==> src/rtl/eac_pkg.sv <==
package eac_pkg;
  localparam int XLEN   = 64;
  localparam int OP_W   = 10;
  localparam int AC_W   = 5;
  localparam int RN_W   = 9;
  localparam int CA_W   = 18;  // legacy address width
  localparam int NA_W   = 32;  // native short address width
  localparam int LA_W   = 41;  // native long address width
  localparam int CX_W   = 4;   // legacy index field width

  typedef enum logic [1:0] {IX_18, IX_32, IX_FULL} ix_mode_e;

  typedef enum logic [1:0] {ST_IDLE, ST_EVAL, ST_IDX, ST_MEM} eac_state_e;

  typedef struct packed {
    logic                use_c;  // word decoded in legacy format
    logic                ind;
    logic                lng;    // native L bit
    ix_mode_e            imode;
    logic [RN_W-1:0]     idx;    // 0 = no indexing
    logic [XLEN-1:0]     base;
  } ptr_dec_t;
endpackage

==> src/rtl/eac_decode.sv <==
module eac_decode
  import eac_pkg::*;
(
  input  logic [XLEN-1:0] word_i,
  output logic            compat_o,
  output logic [OP_W-1:0] op_o,
  output logic [AC_W-1:0] ac_o,
  output logic [RN_W-1:0] rn_o
);
  logic unused_bits;
  assign unused_bits = ^{word_i[51:50], word_i[31:0]};

  always_comb begin
    compat_o = ~word_i[63];
    if (compat_o) begin
      op_o = {1'b0, word_i[49:41]};
      ac_o = {1'b0, word_i[40:37]};
      rn_o = {{(RN_W-AC_W){1'b0}}, ac_o};
    end else begin
      op_o = word_i[62:53];
      ac_o = word_i[49:45];
      rn_o = word_i[52] ? word_i[40:32] : {{(RN_W-AC_W){1'b0}}, ac_o};
    end
  end
endmodule

==> src/rtl/eac_ptr.sv <==
module eac_ptr
  import eac_pkg::*;
(
  input  logic [XLEN-1:0] word_i,
  input  logic            cmode_i,
  input  logic            f_i,
  output ptr_dec_t        dec_o
);
  logic n_b, i_b, l_b;
  logic unused_bits;
  assign unused_bits = ^{word_i[62:53], word_i[49:41]};

  assign n_b = word_i[52];
  assign i_b = word_i[51];
  assign l_b = word_i[50];

  always_comb begin
    dec_o.use_c = cmode_i | ~word_i[63];
    if (dec_o.use_c) begin
      dec_o.ind   = word_i[36];
      dec_o.lng   = 1'b0;
      dec_o.imode = IX_18;
      dec_o.idx   = {{(RN_W-CX_W){1'b0}}, word_i[35:32]};
      dec_o.base  = {{(XLEN-CA_W){1'b0}}, word_i[CA_W-1:0]};
    end else begin
      dec_o.ind   = i_b;
      dec_o.lng   = l_b;
      dec_o.imode = l_b ? IX_FULL : IX_32;
      dec_o.idx   = n_b ? '0 : word_i[40:32];
      // long field only once F has been set by a traditional indirection
      if (l_b && n_b && f_i)
        dec_o.base = {{(XLEN-LA_W){1'b0}}, word_i[LA_W-1:0]};
      else
        dec_o.base = {{(XLEN-NA_W){1'b0}}, word_i[NA_W-1:0]};
    end
  end
endmodule

==> src/rtl/eac_index.sv <==
module eac_index
  import eac_pkg::*;
(
  input  logic [XLEN-1:0] base_i,
  input  logic [XLEN-1:0] xval_i,
  input  ix_mode_e        mode_i,
  output logic [XLEN-1:0] sum_o
);
  logic [XLEN-1:0] full;
  assign full = base_i + xval_i;

  always_comb begin
    unique case (mode_i)
      IX_18:   sum_o = {{(XLEN-CA_W){1'b0}}, full[CA_W-1:0]};
      IX_32:   sum_o = {{(XLEN-NA_W){1'b0}}, full[NA_W-1:0]};
      default: sum_o = full;
    endcase
  end
endmodule

==> src/rtl/eac_engine.sv <==
module eac_engine
  import eac_pkg::*;
#(
  parameter int LIM_W = 4
) (
  input  logic             clk_i,
  input  logic             rst_ni,
  input  logic             start_i,
  input  logic [XLEN-1:0]  instr_i,
  input  logic [LIM_W-1:0] ind_limit_i,
  output logic             busy_o,
  output logic [RN_W-1:0]  reg_addr_o,
  input  logic [XLEN-1:0]  reg_data_i,
  output logic             mem_req_o,
  output logic [XLEN-1:0]  mem_addr_o,
  input  logic             mem_rvalid_i,
  input  logic [XLEN-1:0]  mem_rdata_i,
  output logic             done_o,
  output logic             err_o,
  output logic             compat_o,
  output logic [OP_W-1:0]  opcode_o,
  output logic [AC_W-1:0]  ac_o,
  output logic [RN_W-1:0]  src_o,
  output logic [XLEN-1:0]  ea_o
);
  eac_state_e       state_q;
  logic [XLEN-1:0]  wd_q, ea_q;
  logic             cmode_q, f_q, fin_q, done_q, err_q, cpt_q;
  logic [LIM_W-1:0] cnt_q, lim_q;
  logic [OP_W-1:0]  op_q;
  logic [AC_W-1:0]  ac_q;
  logic [RN_W-1:0]  rn_q;

  logic             d_cpt;
  logic [OP_W-1:0]  d_op;
  logic [AC_W-1:0]  d_ac;
  logic [RN_W-1:0]  d_rn;
  ptr_dec_t         pd;
  logic [XLEN-1:0]  sum, next_e;

  eac_decode u_dec (
    .word_i  (instr_i),
    .compat_o(d_cpt),
    .op_o    (d_op),
    .ac_o    (d_ac),
    .rn_o    (d_rn)
  );

  eac_ptr u_ptr (
    .word_i (wd_q),
    .cmode_i(cmode_q),
    .f_i    (f_q),
    .dec_o  (pd)
  );

  eac_index u_idx (
    .base_i(pd.base),
    .xval_i(reg_data_i),
    .mode_i(pd.imode),
    .sum_o (sum)
  );

  assign next_e = (state_q == ST_IDX) ? sum : pd.base;

  always_ff @(posedge clk_i or negedge rst_ni) begin
    if (!rst_ni) begin
      state_q <= ST_IDLE;
      wd_q    <= '0;
      ea_q    <= '0;
      cmode_q <= 1'b0;
      f_q     <= 1'b0;
      fin_q   <= 1'b0;
      done_q  <= 1'b0;
      err_q   <= 1'b0;
      cpt_q   <= 1'b0;
      cnt_q   <= '0;
      lim_q   <= '0;
      op_q    <= '0;
      ac_q    <= '0;
      rn_q    <= '0;
    end else begin
      done_q <= 1'b0;
      unique case (state_q)
        ST_IDLE: begin
          if (start_i) begin
            wd_q    <= instr_i;
            cmode_q <= d_cpt;
            f_q     <= 1'b0;
            fin_q   <= 1'b0;
            err_q   <= 1'b0;
            cnt_q   <= '0;
            lim_q   <= ind_limit_i;
            cpt_q   <= d_cpt;
            op_q    <= d_op;
            ac_q    <= d_ac;
            rn_q    <= d_rn;
            state_q <= ST_EVAL;
          end
        end
        ST_EVAL, ST_IDX: begin
          cmode_q <= pd.use_c;
          if (state_q == ST_EVAL && pd.idx != '0) begin
            state_q <= ST_IDX;
          end else if (pd.ind) begin
            if (cnt_q == lim_q) begin
              err_q   <= 1'b1;
              done_q  <= 1'b1;
              state_q <= ST_IDLE;
            end else begin
              ea_q    <= next_e;
              cnt_q   <= cnt_q + 1'b1;
              fin_q   <= ~pd.use_c & pd.lng;
              if (~pd.use_c & ~pd.lng) f_q <= 1'b1;
              state_q <= ST_MEM;
            end
          end else begin
            ea_q    <= next_e;
            done_q  <= 1'b1;
            state_q <= ST_IDLE;
          end
        end
        ST_MEM: begin
          if (mem_rvalid_i) begin
            if (fin_q) begin
              ea_q    <= mem_rdata_i;
              done_q  <= 1'b1;
              state_q <= ST_IDLE;
            end else begin
              wd_q    <= mem_rdata_i;
              state_q <= ST_EVAL;
            end
          end
        end
        default: state_q <= ST_IDLE;
      endcase
    end
  end

  assign busy_o     = (state_q != ST_IDLE);
  assign reg_addr_o = (state_q == ST_EVAL || state_q == ST_IDX) ? pd.idx : '0;
  assign mem_req_o  = (state_q == ST_MEM);
  assign mem_addr_o = ea_q;
  assign done_o     = done_q;
  assign err_o      = err_q & done_q;
  assign compat_o   = cpt_q;
  assign opcode_o   = op_q;
  assign ac_o       = ac_q;
  assign src_o      = rn_q;
  assign ea_o       = ea_q;

  a_r11_req_hold: assert property (@(posedge clk_i) disable iff (!rst_ni)
    mem_req_o && !mem_rvalid_i |=> mem_req_o && $stable(mem_addr_o));

  a_r11_start_ignored: assert property (@(posedge clk_i) disable iff (!rst_ni)
    busy_o && start_i |=> $stable(opcode_o) && $stable(src_o));

  a_r12_done_pulse: assert property (@(posedge clk_i) disable iff (!rst_ni)
    done_o |=> !done_o);

  a_r10_err_with_done: assert property (@(posedge clk_i) disable iff (!rst_ni)
    err_o |-> done_o && !busy_o);

  a_r10_fetch_bound: assert property (@(posedge clk_i) disable iff (!rst_ni)
    mem_req_o |-> cnt_q <= lim_q && cnt_q != '0);

  a_r3_legacy_width: assert property (@(posedge clk_i) disable iff (!rst_ni)
    done_o && !err_o && cmode_q |-> ea_o[XLEN-1:CA_W] == '0);

  a_r1_idle_quiet: assert property (@(posedge clk_i) disable iff (!rst_ni)
    !busy_o |-> !mem_req_o && reg_addr_o == '0);
endmodule

==> config.mk <==
export PLATFORM = sky130hd
export DESIGN_NAME = eac_engine
export DESIGN_NICKNAME = d
export VERILOG_FILES = /design/src/rtl/eac_pkg.sv /design/src/rtl/eac_decode.sv /design/src/rtl/eac_ptr.sv /design/src/rtl/eac_index.sv /design/src/rtl/eac_engine.sv
export SDC_FILE = /design/constraint.sdc
export NUM_CORES = 1
export LEC_CHECK = 0
export BUFFER_PORTS_ARGS = -buffer_cell sky130_fd_sc_hd__buf_2
export CORE_UTILIZATION = 35
export DETAILED_ROUTE_END_ITERATION = 7
export PLACE_DENSITY = 0.66
export SYNTH_ARGS = -nofsm -noshare
export SYNTH_HDL_FRONTEND = slang
export SYNTH_SLANG_ARGS = --single-unit
==> constraint.sdc <==
create_clock -name clk_i -period 3.6 [get_ports clk_i]
set_clock_uncertainty 0.05 [all_clocks]
set_input_delay 0.36 -clock clk_i [delete_from_list [all_inputs] [get_ports clk_i]]
set_output_delay 0.36 -clock clk_i [all_outputs]
set_load 0.005 [all_outputs]
==> results_dict.tcl, run 1 <==
set metrics [dict create \
    grt_pass1_vias 9956 \
    post_layout_nonfiller_instances 1963 \
    finalSetupViolations 0 \
    detail_route.first_pass.iterations 7 \
    hold-worst-slack_ps -5.78 \
    design.final.nets 1797 \
    netlist_top_cells_count "nand2_1, dfrtp_1, a21oi_1" \
    routed_antenna_nets 0 \
    postSynthCellCount 1279 \
    cts_setup_buffers 0 \
    core_area_sq_mm 0.0305 \
    setup.reg_to_reg.worst_slack_ps 90 \
    leakagePower_nw 6.40 \
    viasPerCell 5.26 \
    max_stage_delay_ps 400 \
    area_growth_pct 23.1 \
    final_layout_size_suffix_gt1_frac 0.300 \
    number_of_standard_cell_rows_in_the_floorplan 64 \
    maxSlewViolCount 0 \
    postSynth.asyncResetShare 1.00 \
    yosys.area_share.xor_xnor 0.0526 \
    run_status "finished, violations left" \
    period_share 0.974 \
    synth-seq-cells 149 \
    max_freq_mhz 285 \
    drt-initial-drc-count 587 \
    relSlewSlack 0.365 \
    ys.flop_type "dfrtp_1" \
    worst_skew_pair_latency_ps 450 \
    yosysWarningCount 0 \
    tritoncts_num_sinks 149 \
    worst-path-max-fanout 22 \
    timing.setup.critical_path_class "reg -> reg" \
    critPathArrivalTime_ps 3750 \
    top_level_ports 366 \
    design.die.area_sq_mm 0.0316 \
    power.density_mw_per_mm2 825 \
    synth_edf_count 0 \
    detail_route.wirelength_microns 33900 \
    netlist-cell-type-count 68 \
    cts_made_buffers 17 \
    antenna_violations_before_repair 6 \
    syn-cell-area_sq_mm 0.0108 \
    path_delay_family "simple AND/OR/NAND/NOR gates" \
    postPlaceCellArea_sq_mm 0.0126 \
    measured_slew_at_the_worst_slew_check_pin_ps 952 \
    cts_buffer_depth 2 \
    place_congestion 0.900 \
    pin_count_of_the_biggest_net_entering_global_routing 98 \
    grt_use_total 0.212 \
    synth_top_family_by_area "compound AO/OA/AOI/OAI gates" \
    yosysTopAreaCell "dfrtp_1" \
    timing.critical_path.required_ps 3850 \
    start_kind "flip-flop" \
    place_inst 1926 \
    synth.most_common_cell "nand2_1" \
    cts_tree "yes" \
    die_h_microns 178 \
    timing.critical_path.buf_inv 1 \
    worstPathCellList "nor2b_2, buf_12, and2_1, ha_1, nand2_2, a211oi_2, a21oi_1, nor3b_2, nand2_1, o311ai_4, a21oi_4, nor4_2, xnor2_1, o221ai_1" \
    placement.io_buffers 365 \
    seq_total_area_yosys 0.345 \
    routed_wire_length_per_instance_microns 17.3 \
    min_period_ps 3510 \
    finish.instance_area_sq_mm 0.0133 \
    clock_tree.htree_level_count 4 \
    synth_fp_nets 1526 \
    cap_viol_max_count 0 \
    detailedPlacementHpwl_microns 25800 \
    grt_remaining_overflow 0 \
    die_w_microns 178 \
    synth-compound-area-share 0.208 \
    clk_tree_root_cell "clkbuf_16" \
    clk_pin_slew_ps 70 \
    simple_gate_portion_of_the_synthesized_area 0.175 \
    avgSynthCellArea_sq_um 8.46 \
    initial_core_util 0.355 \
    synth_mux_area_frac 0.0842 \
    leading_cell_types_by_total_area_after_synthesis "dfrtp_1, mux2i_1, a21oi_1" \
    post_synth_fa_ha_maj_area_fraction 0.0550 \
    design_power_total_mw 11.0 \
    worst_setup_end_kind "flip-flop" \
    fraction_of_the_core_area_covered_by_cells_at_the_end_of_the_flow 0.437 \
    grt_first_pass_wirelength_microns 52000 \
    ir_worst_vdd_v 0.000345 \
    failed_checks "negative hold slack" \
    slowest_stage "dfrtp_1" \
    synth_top_area_share 0.345 \
    final_routed_drc_violation_total 0 \
    route.vias.total 10300 \
    finalHoldViolCount 12 \
    worstHoldPathType "in -> async" \
]
==> metal layers <==
layer / vias to the layer above / wire (microns) / track usage
li1: 5023 / - / -
met1: 4889 / 15300 / 0.279
met2: 377 / 15800 / 0.342
met3: 43 / 2080 / 0.0463
met4: 2 / 735 / 0.0702
met5: - / 13 / 0
==> placed cells by master, fill, tap and decap left out, types with 32 or more instances in the layout <==
master	count
a21oi_1	126
and2_1	32
buf_2	364
dfrtp_1	149
ha_1	42
mux2i_1	82
nand2_1	164
nor2_1	111
o21ai_0	80
xnor2_1	44
==> logic make-up after synthesis <==
group           Yosys count
simple gates            412
mux                      90
flops                   149
fa+ha+maj                47
xor+xnor                 65
buf+inv                 163
compound gates          353
==> power breakdown <==
group | internal (mW) | switching, mW
sequential | 2.46 | 0.662
clock | 0.967 | 0.827
combinational | 2.53 | 3.53
total | 5.96 | 5.02
==> path summary, 6_finish.rpt <==
kind | start | endpoint | depth (start not counted)
max | wd_q[63] | ea_o[62] | 14
min | rst_ni | ea_o[19] | 1
max reg2reg | wd_q[63] | ea_o[62] | 14
min reg2reg | ac_o[0] | ac_o[0] | 2
max in group asynchronous | rst_ni | fin_q | 2
min in group clk_i | ind_limit_i[2] | lim_q[2] | 2
==> stage by stage <==
stage | TNS, ps | setup slack [ps]
after floorplan | 0 | 197
after global placement | -29.5 | -29.5
after detailed placement | -192 | -63.5
after CTS | -3.03 | -3.03
after global routing | -38.0 | -38.0
final | 0 | 93.3
==> cell type report <==
cell class	count	area, sq um
fillers	3030	17200
well taps	396	495
multi-input cells	968	6370
clock buffers	17	425
inverters	22	82.6
diodes	4	10.0
clock inverters	15	143
flip-flops and latches	149	3730
repair buffers	392	2060
==> flip-flops by register name, summed over array words and instances (netlist names) <==
signal,flops
ea_o,64
wd_q,45
opcode_o,10
src_o,9
ac_o,5
cnt_q,4
lim_q,4
state_q,2
cmode_q,1
compat_o,1
done_o,1
err_q,1
f_q,1
fin_q,1
==> timing repair <==
item	in CTS	in global routing
pin swaps	0	3
resized for setup	1	23
cloned	0	1
setup endpoints to repair	2	25
hold buffers	0	0
Power figures use the tool's default switching activity.
==> inputs of run 2 (changes only) <==
--- a/config.mk
+++ b/config.mk
@@ -8,7 +8,7 @@
 export BUFFER_PORTS_ARGS = -buffer_cell sky130_fd_sc_hd__buf_2
 export CORE_UTILIZATION = 35
 export DETAILED_ROUTE_END_ITERATION = 7
-export PLACE_DENSITY = 0.66
+export PLACE_DENSITY = 0.64
 export SYNTH_ARGS = -nofsm -noshare
 export SYNTH_HDL_FRONTEND = slang
 export SYNTH_SLANG_ARGS = --single-unit
==> constraint.sdc (replaced) <==
create_clock -name clk_i -period 4.52 [get_ports clk_i]
set_clock_uncertainty 0.05 [all_clocks]
set_input_delay 0.452 -clock clk_i [delete_from_list [all_inputs] [get_ports clk_i]]
set_output_delay 0.452 -clock clk_i [all_outputs]
set_load 0.005 [all_outputs]
==> run 2 against run 1 <==
Effect of this change:
- highest routed layer is now met4
- the run now ends clean
- die area unchanged
- wire length fell by 1.7%
- core utilization is 0.84 points lower
- global-route usage decreased by 0.32 points
- sequential cell count unchanged
- count of clock-buffer cells in the layout rose by 1
- sequential share of layout area increased by 0.55 points
- via count fell by 1.8%
- hold slack gained 21 ps
- register-to-register slack better by 670 ps
- combinational power decreased by 23%
==> results_dict.tcl, run 2 (same netlist as run 1, synthesis figures left out) <==
set metrics [dict create \
    max_stage_delay_ps 420 \
    clk_tree_root_cell "clkbuf_16" \
    power.net_switching_mw 3.92 \
    worst-path-max-fanout 22 \
    swShare 0.454 \
    place_inst 1906 \
    grtUsageMet2 0.337 \
    timing.critical_path.depth 14 \
    cpMostUsedCell "nand2_1" \
    multiInputGateArea_sq_mm 0.00625 \
    relSlewSlack 0.360 \
    pin_count_of_the_biggest_net_entering_global_routing 115 \
    timing.critical_path.required_ps 4740 \
    post_layout_nonfiller_instances 1940 \
    final_routed_drc_violation_total 0 \
    maxSlewViolCount 0 \
    worstHoldPathType "in -> async" \
    measured_slew_at_the_worst_slew_check_pin_ps 961 \
    clock_power_share 0.171 \
    grt_remaining_overflow 0 \
    detailedPlacementHpwl_microns 25200 \
    worstPathCellList "nor2b_1, buf_4, and2_1, ha_1, nand2_1, o21ai_0, a21oi_1, nor3b_2, nand2_1, o311ai_1, a21oi_2, nor4_1, xnor2_1, o221ai_1" \
    leakagePower_nw 6.26 \
    worst_setup_end_kind "flip-flop" \
    detail_route.first_pass.iterations 7 \
    detail_route.wirelength_microns 33400 \
    cts_made_buffers 17 \
    busiest_layer "met2" \
    mostFrequentLayoutCells "buf_2, nand2_1, dfrtp_1" \
    antenna_violations_before_repair 5 \
    n_fill_cell 3081 \
    clock_tree.htree_level_count 4 \
    critPathArrivalTime_ps 3980 \
    unrepaired_setup_endpoints_after_global_routing "false" \
    period_share 0.831 \
    number_of_standard_cell_rows_in_the_floorplan 64 \
    grt_pass1_vias 9645 \
    worst_skew_pair_latency_ps 440 \
    max_freq_mhz 266 \
    route.vias.total 10100 \
    final.setup.tns_ps 0 \
    gr-usage-met1 0.283 \
    routed_antenna_nets 0 \
    top_level_ports 366 \
    timing.critical_path.buf_inv 1 \
    cts_tree "yes" \
    layout_commonest_cell "buf_2" \
    routed_wire_length_per_instance_microns 17.2 \
    die_w_microns 178 \
    die_h_microns 178 \
    placement.io_buffers 365 \
    cts_setup_buffers 0 \
    cts_buffer_depth 2 \
    met3_usage 0.0377 \
    start_kind "flip-flop" \
    initial_core_util 0.355 \
    finalSetupViolations 0 \
    place_congestion 0.892 \
    cap_viol_max_count 0 \
    path_delay_family "simple AND/OR/NAND/NOR gates" \
    p_comb_frac 0.539 \
    grt_use_total 0.209 \
    timing.setup.critical_path_class "reg -> reg" \
    power.density_mw_per_mm2 660 \
    p_int_mw 4.71 \
    cts_resized 0 \
    run_status "completed" \
    grt_first_pass_wirelength_microns 51500 \
    core_area_sq_mm 0.0305 \
    largest_register_ffs 64 \
    area_growth_pct 20.7 \
    design.final.nets 1776 \
    reg2regPathDepth 14 \
    ir_worst_vdd_v 0.000334 \
    min_period_ps 3760 \
    slowest_stage "nor4_1" \
    design.die.area_sq_mm 0.0316 \
    final_layout_size_suffix_gt1_frac 0.279 \
    drt-initial-drc-count 752 \
    tritoncts_num_sinks 149 \
    viasPerCell 5.23 \
    finalHoldViolCount 0 \
    clk_pin_slew_ps 70 \
    hold_buffers 0 \
    regArea_sq_mm 0.00373 \
    power_frac_seq 0.290 \
]
==> run 2: layout make-up <==
class | count | area share
Sequential cell | 149 | 0.285
Multi-Input combinational cell | 967 | 0.479
Clock inverter | 13 | 0.0112
Inverter | 22 | 0.00632
Timing Repair Buffer | 372 | 0.146
Clock buffer | 18 | 0.0336
Antenna cell | 3 | 0.000575
Tap cell | 396 | 0.0379
==> run 2: routing by layer <==
| layer | vias to the layer above | part of all wire |
|---|---|---|
| met4 | 0 | 0.016 |
| met5 | - | 0 |
| met2 | 333 | 0.47 |
| li1 | 4974 | - |
| met3 | 30 | 0.051 |
| met1 | 4811 | 0.47 |
==> run 2: per-stage QoR <==
step | setup WS, ps | hold WS [ps] | total power, mW | util | instance area [sq um]
5_1_grt | 376 | 74.9 | 9.41 | 0.428 | 13100
3_3_place_gp | 795 | 408 | 7.09 | 0.409 | 12500
2_1_floorplan | 1120 | 106 | 5.84 | - | 10800
3_5_place_dp | 681 | 422 | 7.17 | 0.409 | 12500
6_report | 763 | 15.4 | 8.63 | 0.428 | 13100
4_1_cts | 718 | 75.8 | 8.69 | 0.428 | 13100
==> run 2: path summary, 6_finish.rpt <==
check / end / slack, ps / startpoint
min: ea_o[45] / 20 / rst_ni
max: ea_o[62] / 760 / wd_q[63]
max in group asynchronous: wd_q[5] / 3550 / rst_ni
min in group clk_i: lim_q[0] / 200 / ind_limit_i[0]
max reg2reg: ea_o[62] / 760 / wd_q[63]
min reg2reg: ac_o[1] / 440 / ac_o[1]
==> run 2: power groups by stage <==
stage          Clock [mW]  Sequential (mW)  Combinational (mW)
3_5_place_dp            0             2.51                4.66
6_report             1.48             2.50                4.65
4_1_cts              1.51             2.50                4.68
2_1_floorplan           0             2.38                3.46
3_3_place_gp            0             2.50                4.59
5_1_grt              1.57             2.59                5.25
